[src/rtl/fifo_irq_pkg.sv]
package fifo_irq_pkg;
    localparam int ADDR_W = 3;
    localparam int NFLAG  = 5;

    localparam logic [ADDR_W-1:0] A_THR  = 3'd0;
    localparam logic [ADDR_W-1:0] A_STAT = 3'd1;
    localparam logic [ADDR_W-1:0] A_EN   = 3'd2;
    localparam logic [ADDR_W-1:0] A_CLR  = 3'd3;
    localparam logic [ADDR_W-1:0] A_CNT  = 3'd4;

    // flag bit positions (host software decodes these)
    localparam int F_UNDER = 0;
    localparam int F_EMPTY = 1;
    localparam int F_OVER  = 2;
    localparam int F_OVF   = 3;
    localparam int F_NEMP  = 4;
endpackage

[src/rtl/fifo_irq_cond.sv]
module fifo_irq_cond
    import fifo_irq_pkg::*;
#(
    parameter int CNT_W = 6,
    parameter int DEPTH = 32
) (
    input  logic [CNT_W-1:0] rx_level,
    input  logic [CNT_W-1:0] rx_thr,
    input  logic             rx_push,
    output logic [NFLAG-1:0] cond
);
    localparam logic [CNT_W-1:0] FULL = CNT_W'(DEPTH);

    always_comb begin
        cond          = '0;
        cond[F_UNDER] = rx_level < rx_thr;
        cond[F_EMPTY] = rx_level == '0;
        cond[F_OVER]  = rx_level > rx_thr;
        cond[F_OVF]   = rx_push && (rx_level >= FULL);
        cond[F_NEMP]  = rx_level != '0;
    end
endmodule

[src/rtl/fifo_irq_regs.sv]
module fifo_irq_regs
    import fifo_irq_pkg::*;
#(
    parameter int CNT_W = 6,
    localparam int REG_W = 2 * CNT_W
) (
    input  logic              clk,
    input  logic              rst_n,
    input  logic              wr,
    input  logic [ADDR_W-1:0] addr,
    input  logic [REG_W-1:0]  wdata,
    input  logic [NFLAG-1:0]  cond,
    output logic [REG_W-1:0]  thr_q,
    output logic [NFLAG-1:0]  en_q,
    output logic [NFLAG-1:0]  stat_q
);
    typedef struct packed {
        logic [REG_W-1:0] thr;
        logic [NFLAG-1:0] en;
        logic [NFLAG-1:0] stat;
    } regs_t;

    regs_t            r_d, r_q;
    logic [NFLAG-1:0] clr_d;

    always_comb begin
        r_d   = r_q;
        clr_d = '0;
        if (wr && addr == A_THR) r_d.thr = wdata;
        if (wr && addr == A_EN)  r_d.en  = wdata[NFLAG-1:0];
        if (wr && addr == A_CLR) clr_d   = wdata[NFLAG-1:0];
        // set beats clear: OR after masking
        r_d.stat = (r_q.stat & ~clr_d) | cond;
    end

    always_ff @(posedge clk or negedge rst_n) begin
        if (!rst_n) r_q <= '0;
        else        r_q <= r_d;
    end

    assign thr_q  = r_q.thr;
    assign en_q   = r_q.en;
    assign stat_q = r_q.stat;
endmodule

[src/rtl/fifo_irq_rdmux.sv]
module fifo_irq_rdmux
    import fifo_irq_pkg::*;
#(
    parameter int CNT_W = 6,
    localparam int REG_W = 2 * CNT_W
) (
    input  logic [ADDR_W-1:0] addr,
    input  logic [REG_W-1:0]  thr,
    input  logic [NFLAG-1:0]  en,
    input  logic [NFLAG-1:0]  stat,
    input  logic [CNT_W-1:0]  rx_level,
    input  logic [CNT_W-1:0]  tx_level,
    output logic [REG_W-1:0]  rdata
);
    always_comb begin
        case (addr)
            A_THR:   rdata = thr;
            A_STAT:  rdata = REG_W'(stat);
            A_EN:    rdata = REG_W'(en);
            A_CNT:   rdata = {rx_level, tx_level};
            default: rdata = '0;
        endcase
    end
endmodule

[src/rtl/fifo_irq_ctrl.sv]
module fifo_irq_ctrl
    import fifo_irq_pkg::*;
#(
    parameter int CNT_W = 6,
    parameter int DEPTH = 32,
    localparam int REG_W = 2 * CNT_W
) (
    input  logic              clk,
    input  logic              rst_n,
    input  logic [ADDR_W-1:0] reg_addr,
    input  logic              reg_wr,
    input  logic [REG_W-1:0]  reg_wdata,
    output logic [REG_W-1:0]  reg_rdata,
    input  logic [CNT_W-1:0]  rx_level,
    input  logic [CNT_W-1:0]  tx_level,
    input  logic              rx_push,
    output logic              irq
);
    logic [NFLAG-1:0] cond;
    logic [REG_W-1:0] thr_q;
    logic [NFLAG-1:0] en_q;
    logic [NFLAG-1:0] stat_q;

    fifo_irq_cond #(.CNT_W(CNT_W), .DEPTH(DEPTH)) u_cond (
        .rx_level (rx_level),
        .rx_thr   (thr_q[CNT_W-1:0]),
        .rx_push  (rx_push),
        .cond     (cond)
    );

    fifo_irq_regs #(.CNT_W(CNT_W)) u_regs (
        .clk    (clk),
        .rst_n  (rst_n),
        .wr     (reg_wr),
        .addr   (reg_addr),
        .wdata  (reg_wdata),
        .cond   (cond),
        .thr_q  (thr_q),
        .en_q   (en_q),
        .stat_q (stat_q)
    );

    fifo_irq_rdmux #(.CNT_W(CNT_W)) u_rd (
        .addr     (reg_addr),
        .thr      (thr_q),
        .en       (en_q),
        .stat     (stat_q),
        .rx_level (rx_level),
        .tx_level (tx_level),
        .rdata    (reg_rdata)
    );

    assign irq = |(stat_q & en_q);
endmodule

[config.mk]
export PLATFORM = sky130hd
export DESIGN_NAME = fifo_irq_ctrl
export DESIGN_NICKNAME = d
export VERILOG_FILES = /design/src/rtl/fifo_irq_pkg.sv /design/src/rtl/fifo_irq_cond.sv /design/src/rtl/fifo_irq_regs.sv /design/src/rtl/fifo_irq_rdmux.sv /design/src/rtl/fifo_irq_ctrl.sv
export SDC_FILE = /design/constraint.sdc
export NUM_CORES = 1
export LEC_CHECK = 0
export BUFFER_PORTS_ARGS = -buffer_cell sky130_fd_sc_hd__buf_2
export CORE_MARGIN = 2
export CORE_UTILIZATION = 40
export CTS_BUF_LIST = sky130_fd_sc_hd__clkbuf_2 sky130_fd_sc_hd__clkbuf_4 sky130_fd_sc_hd__clkbuf_8
export DETAILED_ROUTE_END_ITERATION = 10
export GPL_TIMING_DRIVEN = 0
export PLACE_DENSITY = 0.66
export SLEW_MARGIN = 10
export SYNTH_ARGS = -nofsm -noshare
export SYNTH_HDL_FRONTEND = slang
export SYNTH_SLANG_ARGS = --single-unit
export TNS_END_PERCENT = 1
[constraint.sdc]
create_clock -name clk -period 2.3 [get_ports clk]
set_input_delay 0.345 -clock clk [delete_from_list [all_inputs] [get_ports clk]]
set_output_delay 0.345 -clock clk [all_outputs]
set_load 0.05 [all_outputs]
==> flow_summary.yaml <==
status:
  status: "finished with violations"
  violations: "hold timing"
grt:
  grt_max_degree: 23
  antenna_found_initial: 0
  grtUsageTotal_pct: 18.1
  overflow: 0
  grt_first_pass_wirelength_mm: 5.02
  grt_pass1_vias: 1113
sta:
  setup_viol: 0
  hold_ws_ns: -0.00554
  slew_violations: 0
  relSlewSlack_pct: 49.9
  final.setup.worst_slack_ns: 0.102
  fmax_mhz: 455
  finalHoldViolations: 15
  min_period_ns: 2.20
  rsz0062_at_grt: "no"
  skew_ns: 0.00478
  tightest_slew_ns: 0.732
  fin_crit_sh_pct: 95.5
yosys:
  synth_top_cells_by_area: "dfrtp_1 42%, mux2_2 10%, mux2i_1 9.2%"
  yosysTopAreaCell: "dfrtp_1"
  ys_seq_area_share_pct: 42.0
  synth_top_area_share_pct: 42.0
  synth.distinct_cells: 25
  synth.net_count: 171
  synth_cells: 134
  syn_area_um2: 1310
  synthArstFlopShare_pct: 100
  ys.flop_type: "dfrtp_1"
  avgSynthCellArea_um2: 9.78
  synth_enable_flop_cells: 0
  synth_common_cells: "22 x dfrtp_1, 22 x nand2_1, 15 x nor2_1"
  ys_warn_count: 0
  synth-seq-cells: 22
detailed_routing:
  avgViaCountPerCell: 5.11
  drt_first_iter_violations: 51
  dr.pass1.iters: 4
  via_count: 1134
  wirelength_mm: 3.18
  drtAntennaViolNets: 0
  wire_per_inst_um: 14.3
  drc: 0
clock_tree:
  htree_levels: 1
  postCtsSetupRepairBufs: 0
  cts.sinks: 22
  clkSlewWorstSetupHoldPaths_ns: 0.12
  cts_root_buf: "clkbuf_4"
  cts_max_path_buffers: 2
  insertion_delay_ns: 0.30
  hold_buffers: 0
  cts_tree: "done"
  cts_inserted_buffers: 3
  cts_resized: 0
floorplan:
  dieHeight_um: 61.2
  rows: 20
  die_area_um2: 3750
  core_area_um2: 3080
  io_pins: 44
  start_util_pct: 42.6
  die_w_um: 61.2
placed_design:
  globalplace.congestion: 0.929
  place_ws_ns: 0.140
  dp_hpwl_mm: 2.56
  dpl-instance-area_um2: 1570
  portBuffers: 41
worst_setup_path:
  critPathKind: "input port to primary output"
  arrival_ns: 1.85
  crit_path_start_kind: "input port"
  critPathMaxFanout: 10
  critPathCaptureType: "primary output"
  reg2reg_slack_ns: 0.42
  worstSetupStartpoint: "reg_addr[2]"
  rr_endpoint: "u_regs.stat_q[2]"
  ff2ff_path_depth: 6
  crit_required_ns: 1.96
  r2r-start: "u_regs.thr_q[3]"
hold_path:
  hp-class: "input port to asynchronous set/reset pin"
cells_and_area:
  num_antenna_cells: 0
  final_nets: 217
  final_design_area_no_fill_um2: 1590
  drive_gt1_share_pct: 35.4
  area_delta_synth_final_pct: 21.6
power:
  total_power_mw: 1.02
  powerDensity_nw_per_um2: 641
  irDropWorstVdd_mv: 0.336
  p_leak_nw: 0.783
run:
  drv_cap: 0
[sequential cells by signal, indices dropped and copies added, names as in the netlist]
register,count
u_regs.thr_q,12
u_regs.en_q,5
u_regs.stat_q,5
[metrics by stage]
stage	cells	setup TNS [ns]	utilization (%)
after floorplan	134	-0.165	-
after global placement	219	0	51.0
after detailed placement	219	0	51.0
after CTS	222	0	51.7
after global routing	222	0	51.7
final	222	0	51.7
[kinds of logic after synthesis]
| family | share of synthesized area, % |
|---|---|
| simple gates | 16.7 |
| compound gates | 10.7 |
| mux | 19.5 |
| flops | 42.0 |
| buf+inv | 5.35 |
| fa+ha+maj | 5.73 |
[routing by layer]
metal / GRT usage, % / wire length (µm) / vias up / share of wire, %
li1: - / - / 555 / -
met1: 22.5 / 1350 / 534 / 42
met2: 32.1 / 1620 / 40 / 51
met3: 2.52 / 172 / 5 / 5.4
met4: 6.52 / 42 / 0 / 1.3
met5: 0 / 0 / - / 0
[layout by cell type, fill, tap and decap left out]
master	netlist	final
buf_2	2	43
a222oi_1	1	1
and4bb_2	1	1
a21oi_1	7	7
a21o_1	2	2
nor4_1	1	1
a22oi_1	1	1
ha_1	6	6
buf_6	3	3
or2_1	1	1
nand4_1	1	1
mux2_2	12	12
mux2i_1	12	12
dfrtp_1	22	22
nor2b_1	1	1
o21ai_0	11	10
nor3b_4	1	1
and4b_1	1	1
inv_1	7	7
a2111oi_0	1	1
nor3b_1	1	1
o21ai_1	0	1
nand2b_1	1	1
a22o_1	1	1
nor2_1	15	15
clkbuf_4	0	3
nand2_1	22	22
[power breakdown]
group          leakage (nW)  switching, mW  internal [mW]  total [mW]
clock network        0.0138          0.107         0.0610       0.168
logic                 0.515          0.203          0.140       0.344
registers             0.254         0.0512          0.458       0.509
total                 0.783          0.362          0.659        1.02
[final cells by class]
cell class              count  area [µm²]
clock buffers               3        22.5
inverters                   7        26.3
flip-flops and latches     22         551
plain buffers               5        43.8
repair buffers             41         205
fillers                   298        1490
well taps                  44        55.1
multi-input cells         100         689
[worst max path at each step]
stage,endpoint,cells past startpoint
floorplan,reg_rdata[4],6
global placement,reg_rdata[2],6
detailed placement,reg_rdata[0],6
CTS,reg_rdata[0],6
global route,reg_rdata[0],6
finish,reg_rdata[0],6
[worst max-delay path: stages]
cell and delay (ns):
buf_2 0.18, buf_2 0.25, nor3b_1 0.55, nand2_1 0.13
o21ai_0 0.10, buf_2 0.29
(Power assumes the default switching activity.)
